$ cat src/rtl/sock_evt_pkg.sv
package sock_evt_pkg;
  localparam int unsigned REG_W = 8;
  localparam int unsigned NSRC  = 4;
  localparam int unsigned NRAW  = 6;

  // raw input positions in the synchronized vector
  localparam int unsigned RAW_DET_A = 0;
  localparam int unsigned RAW_DET_B = 1;
  localparam int unsigned RAW_RDY   = 2;
  localparam int unsigned RAW_WARN  = 3;
  localparam int unsigned RAW_DEAD  = 4;
  localparam int unsigned RAW_RING  = 5;

  // status bit positions (software-visible)
  localparam int unsigned ST_DEAD = 0;
  localparam int unsigned ST_WARN = 1;
  localparam int unsigned ST_RDY  = 2;
  localparam int unsigned ST_DET  = 3;

  typedef logic [NSRC-1:0] src_vec_t;
  typedef logic [NRAW-1:0] raw_vec_t;
endpackage

$ cat src/rtl/sock_sync.sv
module sock_sync #(
  parameter int unsigned W      = 6,
  parameter int unsigned STAGES = 2
) (
  input  logic         clk_i,
  input  logic         rst_ni,
  input  logic [W-1:0] d_i,
  output logic [W-1:0] q_o
);
  logic [STAGES-1:0][W-1:0] stage_q;

  always_ff @(posedge clk_i or negedge rst_ni) begin
    if (!rst_ni) begin
      stage_q <= '0;
    end else begin
      stage_q[0] <= d_i;
      for (int s = 1; s < STAGES; s++) begin
        stage_q[s] <= stage_q[s-1];
      end
    end
  end

  assign q_o = stage_q[STAGES-1];
endmodule

$ cat src/rtl/sock_evt_detect.sv
module sock_evt_detect
  import sock_evt_pkg::*;
(
  input  logic     clk_i,
  input  logic     rst_ni,
  input  raw_vec_t raw_i,
  input  logic     ring_sel_i,
  input  logic     io_card_i,
  output src_vec_t evt_o,
  output src_vec_t card_mask_o
);
  // previous value only for the edge-detected lines
  logic det_a_q, det_b_q, rdy_q;

  always_ff @(posedge clk_i or negedge rst_ni) begin
    if (!rst_ni) begin
      det_a_q <= 1'b0;
      det_b_q <= 1'b0;
      rdy_q   <= 1'b0;
    end else begin
      det_a_q <= raw_i[RAW_DET_A];
      det_b_q <= raw_i[RAW_DET_B];
      rdy_q   <= raw_i[RAW_RDY];
    end
  end

  always_comb begin
    evt_o          = '0;
    evt_o[ST_DET]  = (raw_i[RAW_DET_A] ^ det_a_q) | (raw_i[RAW_DET_B] ^ det_b_q);
    evt_o[ST_RDY]  = raw_i[RAW_RDY] & ~rdy_q;
    evt_o[ST_WARN] = raw_i[RAW_WARN];
    evt_o[ST_DEAD] = ring_sel_i ? raw_i[RAW_RING] : raw_i[RAW_DEAD];
  end

  always_comb begin
    card_mask_o          = '1;
    card_mask_o[ST_RDY]  = ~io_card_i;
    card_mask_o[ST_WARN] = ~io_card_i;
  end
endmodule

$ cat src/rtl/sock_evt_latch.sv
module sock_evt_latch #(
  parameter int unsigned NSRC = 4
) (
  input  logic            clk_i,
  input  logic            rst_ni,
  input  logic            plat_rst_ni,
  input  logic            pme_en_i,
  input  logic            clr_mode_i,
  input  logic            rd_i,
  input  logic            wr_i,
  input  logic [NSRC-1:0] wr_bits_i,
  input  logic [NSRC-1:0] evt_i,
  input  logic [NSRC-1:0] keep_i,
  output logic [NSRC-1:0] vis_o
);
  logic [NSRC-1:0] clr;
  logic            plat_clr;

  assign plat_clr = ~plat_rst_ni & ~pme_en_i;
  // read clears only what it returned; write clears what software names
  assign clr = clr_mode_i ? (wr_i ? wr_bits_i : '0)
                          : (rd_i ? vis_o     : '0);

  for (genvar k = 0; k < NSRC; k++) begin : g_bit
    logic bit_q;
    always_ff @(posedge clk_i or negedge rst_ni) begin
      if (!rst_ni) begin
        bit_q <= 1'b0;
      end else if (plat_clr) begin
        bit_q <= 1'b0;
      end else begin
        // new event wins over a same-cycle clear; masked bits are dropped
        bit_q <= (bit_q & keep_i[k] & ~clr[k]) | (evt_i[k] & keep_i[k]);
      end
    end
    assign vis_o[k] = bit_q & keep_i[k];
  end
endmodule

$ cat src/rtl/sock_evt_irq.sv
module sock_evt_irq
  import sock_evt_pkg::*;
#(
  parameter int unsigned SYNC_STAGES = 2
) (
  input  logic             clk_i,
  input  logic             rst_ni,
  input  logic             plat_rst_ni,
  input  logic             pme_en_i,
  input  logic             clr_mode_i,
  input  logic             rd_i,
  input  logic             wr_i,
  input  logic [REG_W-1:0] wr_data_i,
  output logic [REG_W-1:0] rd_data_o,
  input  logic             det_a_i,
  input  logic             det_b_i,
  input  logic             card_rdy_i,
  input  logic             bat_warn_i,
  input  logic             bat_dead_i,
  input  logic             ring_ind_i,
  input  logic             ring_sel_i,
  input  logic             io_card_i,
  input  logic [NSRC-1:0]  src_en_i,
  output logic             irq_o
);
  localparam int unsigned RSVD_W = REG_W - NSRC;

  raw_vec_t raw_async, raw_sync;
  src_vec_t evt, card_mask, keep, vis;
  logic     unused_wr_hi;

  always_comb begin
    raw_async            = '0;
    raw_async[RAW_DET_A] = det_a_i;
    raw_async[RAW_DET_B] = det_b_i;
    raw_async[RAW_RDY]   = card_rdy_i;
    raw_async[RAW_WARN]  = bat_warn_i;
    raw_async[RAW_DEAD]  = bat_dead_i;
    raw_async[RAW_RING]  = ring_ind_i;
  end

  sock_sync #(.W(NRAW), .STAGES(SYNC_STAGES)) u_sync (
    .clk_i (clk_i),
    .rst_ni(rst_ni),
    .d_i   (raw_async),
    .q_o   (raw_sync)
  );

  sock_evt_detect u_detect (
    .clk_i      (clk_i),
    .rst_ni     (rst_ni),
    .raw_i      (raw_sync),
    .ring_sel_i (ring_sel_i),
    .io_card_i  (io_card_i),
    .evt_o      (evt),
    .card_mask_o(card_mask)
  );

  assign keep = src_en_i & card_mask;

  sock_evt_latch #(.NSRC(NSRC)) u_latch (
    .clk_i      (clk_i),
    .rst_ni     (rst_ni),
    .plat_rst_ni(plat_rst_ni),
    .pme_en_i   (pme_en_i),
    .clr_mode_i (clr_mode_i),
    .rd_i       (rd_i),
    .wr_i       (wr_i),
    .wr_bits_i  (wr_data_i[NSRC-1:0]),
    .evt_i      (evt),
    .keep_i     (keep),
    .vis_o      (vis)
  );

  assign unused_wr_hi = ^wr_data_i[REG_W-1:NSRC];
  assign rd_data_o    = {{RSVD_W{1'b0}}, vis};
  assign irq_o        = |vis;
endmodule

$ cat config.mk
export PLATFORM = sky130hd
export DESIGN_NAME = sock_evt_irq
export DESIGN_NICKNAME = d
export VERILOG_FILES = /design/src/rtl/sock_evt_pkg.sv /design/src/rtl/sock_sync.sv /design/src/rtl/sock_evt_detect.sv /design/src/rtl/sock_evt_latch.sv /design/src/rtl/sock_evt_irq.sv
export SDC_FILE = /design/constraint.sdc
export NUM_CORES = 1
export LEC_CHECK = 0
export BUFFER_PORTS_ARGS = -buffer_cell sky130_fd_sc_hd__clkbuf_2
export CORE_MARGIN = 2
export CORE_UTILIZATION = 45
export DETAILED_ROUTE_END_ITERATION = 7
export GPL_TIMING_DRIVEN = 0
export PLACE_DENSITY = 0.8
export SYNTH_ARGS = -nofsm -noshare
export SYNTH_HDL_FRONTEND = slang
export SYNTH_SLANG_ARGS = --single-unit
$ cat constraint.sdc
create_clock -name clk_i -period 2.8 [get_ports clk_i]
set_input_delay 0.14 -clock clk_i [delete_from_list [all_inputs] [get_ports clk_i]]
set_output_delay 0.14 -clock clk_i [all_outputs]
set_load 0.02 [all_outputs]
==> results of run 1 <==
per-layer routing:
metal / track usage / wire length, µm / vias up
li1: - / - / 244
met1: 0.1400 / 469 / 222
met2: 0.2455 / 480 / 34
met3: 0.05957 / 138 / 4
met4: 0.09375 / 35 / 0
met5: 0 / 0 / -
layout by cell type (no fill, tap or decap):
cell,n
and3b_2,1
nor4b_1,2
clkbuf_2,27
a31oi_1,2
a32oi_1,1
clkbuf_4,3
o21ai_0,2
or4_4,1
mux2i_1,1
dfrtp_1,19
xnor2_1,2
clkbuf_1,1
conb_1,4
inv_1,1
nor2_1,1
nand3_1,6
nand2b_1,1
a21oi_1,1
and2_1,2
buf_4,4
dlygate4sd3_1,7
and3b_1,1
worst max-delay path, stage by stage, from the launching register on:
cell,delay [ns]
dfrtp_1,0.39
and2_1,0.17
or4_4,0.52
clkbuf_2,0.17
cells by family after synthesis:
group           Yosys count  synth area share
simple gates             15            0.1479
flops                    19            0.7024
mux                       1           0.01479
other cells               1          0.005540
buf+inv                   5           0.04990
xor+xnor                  2           0.02588
compound gates            6           0.05360
sequential cells by signal, summed over array words and instances, names as in the netlist:
register / flops
u_detect.rdy_q: 1
u_detect.det_a_q: 1
u_sync.stage_q: 6
u_latch.g_bit.bit_q: 4
u_detect.det_b_q: 1
u_sync.q_o: 6
report_power, final:
part	internal [W]	leakage [nW]	switching [W]
Sequential	0.000288	0.228	0.00000501
Clock	0.0000554	0.0150	0.0000758
Combinational	0.0000334	0.240	0.0000308
Total	0.000377	0.482	0.000112
layout make-up:
cell class	instances	area, µm²
plain buffers	4	30.03
clock buffers	4	26.28
flip-flops and latches	19	475.5
fillers	97	411.6
multi-input cells	28	178.9
repair buffers	34	205.2
inverters	1	3.754
well taps	15	18.77
through the flow:
stage / utilization / power [W] / setup WS, ns / instance area (µm²)
detailed placement: 0.6237 / 0.0003564 / 1.452 / 842.1
global placement: 0.6237 / 0.0003544 / 1.462 / 842.1
global route: 0.6951 / 0.0005142 / 1.080 / 938.4
finish: 0.6951 / 0.0004887 / 1.140 / 938.4
floorplan: - / 0.0003269 / 1.481 / 688.2
CTS: 0.6951 / 0.0004930 / 1.123 / 938.4
final timing paths:
kind                                                         end  depth (start not counted)  slack, ns                             start
worst max-delay path                                       irq_o                          3       1.14  u_latch.g_bit[0].bit_q$_DFF_PN0_
worst min-delay path            u_latch.g_bit[2].bit_q$_DFF_PN0_                          2       0.05                         io_card_i
worst max register to register  u_latch.g_bit[2].bit_q$_DFF_PN0_                          3       1.98          u_detect.rdy_q$_DFF_PN0_
worst min register to register           u_sync.q_o[3]$_DFF_PN0_                          0       0.36       u_sync.stage_q[3]$_DFF_PN0_
max in group asynchronous       u_latch.g_bit[1].bit_q$_DFF_PN0_                          2       2.17                            rst_ni
min in group asynchronous            u_sync.stage_q[3]$_DFF_PN0_                          2       0.32                            rst_ni
timing repair:
| action | 4_1_cts | 5_1_grt |
|---|---|---|
| gates resized for setup | 0 | 0 |
| buffers inserted | 0 | 0 |
| hold buffers | 7 | 0 |
| endpoints found under the hold margin | 25 | 0 |
==> results.tsv, run 1 <==
metric	value	unit
rsz0062_at_grt	false	
ys_ff_latch	19	
max_freq	0.6023	GHz
gp_congestion	0.8033	
cp.arrival	1.52	ns
ir_drop	416.2	µV
drc	0	
grt_max_degree	20	
hpwlAfterDp	872.2	µm
cts_tree	yes	
synthArstFlopShare	1.000	
synth-edff-count	0	
cts_sinks	19	
path_max_fanout	2	
vias	504	
worstSetupStartpointType	flip-flop	
clockBufferDepth	2	
syn_area	676.9	µm²
syn_to_final_growth	38.63	%
synth-seq-area-share	0.7024	
cts-htree-levels	1	
hp-class	input pin to flip-flop	
ioPinCount	36	
grt_pass1_wl	1869	µm
synth_cell_types	18	
path_class	flip-flop to primary output	
status	finished, final reports clean	
wl_per_cell	10.70	µm
placed_cells	94	
synth.most_common_cell	dfrtp_1	
viasPerCell	4.800	
core-area	1350	µm²
hold_ws	0.04831	ns
period_needed	1.660	ns
start_util	0.5014	
fin_skew	0.001983	ns
clock_tree.root_cell	clkbuf_4	
syn_avg_cell_area	13.81	µm²
rows	13	
initialDrtViolationCount	3	
synth-main-ff-cell	dfrtp_1	
nets	118	
fin_cells	105	
maxSlewViolCount	0	
setup_violations	0	
syn_inst	49	
routed_wirelength	1123	µm
grtUsageTotal	0.1439	
port_buffers	27	
numCtsBuffers	3	
ys_top_cells_by_count	19 x dfrtp_1, 6 x nand3_1, 4 x buf_4	
grt-ovfl-total	0	
yosys.area.top_type	dfrtp_1	
power_density	520.8	nW/µm²
die_w	42.79	µm
max_cap_viol_count	0	
tns	0	ns
antenna_found_initial	0	
detail-route-antenna-nets	0	
p_leak	0.4824	nW
diodes	0	
cp-end-kind	primary output	
clk_pin_slew_worst_paths	0.10	ns
grt_pass1_vias	476	
synth_top_area_frac	0.7024	
die_y	42.79	µm
yosysWarnings	0	
clk_latency	0.29	ns
drt-pass1-iter-count	2	
hold_violations	0	
synth.area.top_cells	dfrtp_1 70%, nand3_1 4.4%, buf_4 4.4%	
finalCritPeriodShare	0.5929	
final_layout_size_suffix_gt1_frac	0.4000	
worstPathRequired	2.66	ns
die_area	1831	µm²
(Power assumes the default switching activity.)
==> inputs of run 2 (changes only) <==
CORE_UTILIZATION = 38   (was 45)
PLACE_DENSITY = 0.72   (was 0.8)
clock period = 1.5 ns   (was 2.8 ns; I/O delays follow)
==> run 2 against run 1 <==
Against the previous run:
- the run now ends with setup timing left
- via count decreased by 0.60%
- clock-buffer cell count unchanged
- cell area increased by 5.6%
- hold slack got worse by 0.0090 ns
- die area increased by 17%
- wire length increased by 11%
- setup slack got worse by 1.2 ns
- cell count increased by 12%
- register-to-register slack got worse by 1.3 ns
- sequential power increased by 87%
- non-clock buffer count increased by 3
- critical path depth unchanged
- largest cell class unchanged
==> results.tsv, run 2 (same netlist as run 1, synthesis figures left out) <==
metric	value	unit	change
cp.arrival	1.52	ns	about the same
startpoint	u_latch.g_bit[1].bit_q$_DFF_PN0_		
drt-pass1-iter-count	2		unchanged
r2r-start	u_latch.g_bit[1].bit_q$_DFF_PN0_		
diodes	0		unchanged
clk_latency	0.28	ns	about the same
ir_drop	720.2	µV	+73%
grt_pass1_vias	490		+2.9%
grt_pass1_wl	1945	µm	+4.1%
clkPwrFrac	0.259		-0.009
seqPwrFrac	0.596		-0.004
vias	501		-0.60%
r2r_cells	3		unchanged
met3_length	93	µm	-33%
fillers	143		+47%
combPwrFrac	0.145		+0.014
grtUsageTotal	0.1365		-0.007378
status	complete, but fails checks		
power_density	930.1	nW/µm²	+79%
path_max_fanout	2		unchanged
period_needed	1.592	ns	
setup_violations	1		+1
initialDrtViolationCount	1		-2
worstPathRequired	1.42	ns	-1.24 ns
p_switching	0.0002067	W	+85%
viasPerCell	4.246		-12%
placed_cells	104		+11%
topRoutingLayerUsed	met3		
die_area	2135	µm²	+17%
hold_violations	0		unchanged
finalCritPeriodShare	1.061		
max_freq	0.6281	GHz	
rr_endpoint	u_latch.g_bit[1].bit_q$_DFF_PN0_		
cp-end-kind	primary output		
drc	0		unchanged
port_buffers	27		unchanged
fin_cells	118		+12%
antenna_found_initial	0		unchanged
hold_depth	2		unchanged
worstSetupStartpointType	flip-flop		
nets	121		+2.5%
wl_per_cell	10.59	µm	-0.95%
rsz0062_at_grt	true		
clockBufferDepth	2		unchanged
gp_congestion	0.7339		-8.6%
die_y	46.21	µm	+8.0%
final_area	991.0	µm²	+5.6%
cts_tree	yes		
path_class	flip-flop to primary output		
clock_tree.root_cell	clkbuf_4		
swShare	0.2243		-0.004179
cts-htree-levels	1		unchanged
layout_common_cells	26 x clkbuf_2, 19 x dfrtp_1, 9 x dlygate4sd3_1, 6 x nand3_1, 5 x buf_4		
internal_power	0.0007150	W	+90%
cts_sinks	19		unchanged
hpwlAfterDp	972.5	µm	+11%
violations	setup timing		
routed_wirelength	1250	µm	+11%
grt_max_degree	20		unchanged
fin_skew	0.001828	ns	-0.0001542 ns
start_util	0.3963		-0.1051
detail-route-antenna-nets	0		unchanged
ioPinCount	36		unchanged
final_common_cell	clkbuf_2		
met2_length	710	µm	+48%
cp-endpoint	irq_o		
die_w	46.21	µm	+8.0%
hp-class	input pin to flip-flop		
wl_met1	446	µm	-4.9%
core-area	1708	µm²	+27%
maxSlewViolCount	0		unchanged
clk_pin_slew_worst_paths	0.09	ns	about the same
setup_slack	-0.09203	ns	-1.232 ns
syn_to_final_growth	46.40	%	
rows	15		+2
p_leak	0.5006	nW	+3.8%
final_layout_size_suffix_gt1_frac	0.4086		+0.008602
ff2ff_setup_slack	0.66	ns	-1.32 ns
numCtsBuffers	3		unchanged
max_cap_viol_count	0		unchanged
grt-ovfl-total	0		unchanged
placed_cell_area	854.6	µm²	+1.5%
==> run 2: changes by cell type in the layout (fill, tap and decap cells not counted), sizes merged <==
cell	previous run	this run
dlygate4sd3	7	9
buf	4	6
clkbuf	31	30
==> run 2: metrics by stage <==
| step | utilization | hold slack [ns] | setup slack (ns) | TNS [ns] | total power, W |
|---|---|---|---|---|---|
| finish | 0.5802 | 0.03934 | -0.09203 | -0.09203 | 0.0009217 |
| global route | 0.5802 | 0.01270 | -0.1579 | -0.1579 | 0.0009818 |
| CTS | 0.5795 | 0.02273 | -0.1307 | -0.1307 | 0.0009381 |
| detailed placement | 0.5004 | 0.03952 | 0.1798 | 0 | 0.0006667 |
| global placement | 0.5004 | 0.03035 | 0.2211 | 0 | 0.0006612 |
| floorplan | - | -0.2206 | 0.2462 | 0 | 0.0006103 |
==> run 2: worst max-delay path: stages, from the launching register on <==
cell,delay [ns]
dfrtp_1,0.38
and3b_1,0.18
or4_4,0.53
buf_8,0.15
==> run 2: repair_timing <==
item                       in CTS  in global routing
hold buffers                    9                  0
setup endpoints to repair       1                  1
hold endpoints to repair       28                  0
buffers inserted                1                  0
resized for setup               3                  1
pin swaps                       2                  0
==> run 2: routing by layer <==
metal / up-vias / track usage
met5: - / 0
met4: 0 / 0.05143
met2: 25 / 0.2556
met3: 0 / 0.03529
li1: 254 / -
met1: 222 / 0.1432
==> run 2: power groups by stage <==
stage	registers, W	logic, W	clock network, W
6_report	0.000549	0.000133	0.000239
5_1_grt	0.000553	0.000146	0.000282
4_1_cts	0.000550	0.000132	0.000256
3_5_place_dp	0.000560	0.000107	0
3_3_place_gp	0.000557	0.000104	0
2_1_floorplan	0.000556	0.0000545	0
==> run 2: worst min-delay path by stage <==
stage | start | to | slack (ns)
2_1_floorplan | rst_ni | u_detect.det_a_q$_DFF_PN0_ | -0.22
3_3_place_gp | rst_ni | u_sync.stage_q[2]$_DFF_PN0_ | 0.03
3_5_place_dp | rst_ni | u_sync.stage_q[2]$_DFF_PN0_ | 0.04
4_1_cts | src_en_i[1] | u_latch.g_bit[1].bit_q$_DFF_PN0_ | 0.02
5_1_grt | src_en_i[2] | u_latch.g_bit[2].bit_q$_DFF_PN0_ | 0.01
6_report | src_en_i[1] | u_latch.g_bit[1].bit_q$_DFF_PN0_ | 0.04
==> run 2: layout make-up <==
type | count | area (µm²) | area share
timing repair buffer | 37 | 242.7 | 0.2449
buffer | 4 | 30.03 | 0.03030
clock buffer | 4 | 26.28 | 0.02652
tap | 25 | 31.28 | 0.03157
inverter | 1 | 3.754 | 0.003788
multi-input combinational | 28 | 181.4 | 0.1831
sequential | 19 | 475.5 | 0.4798
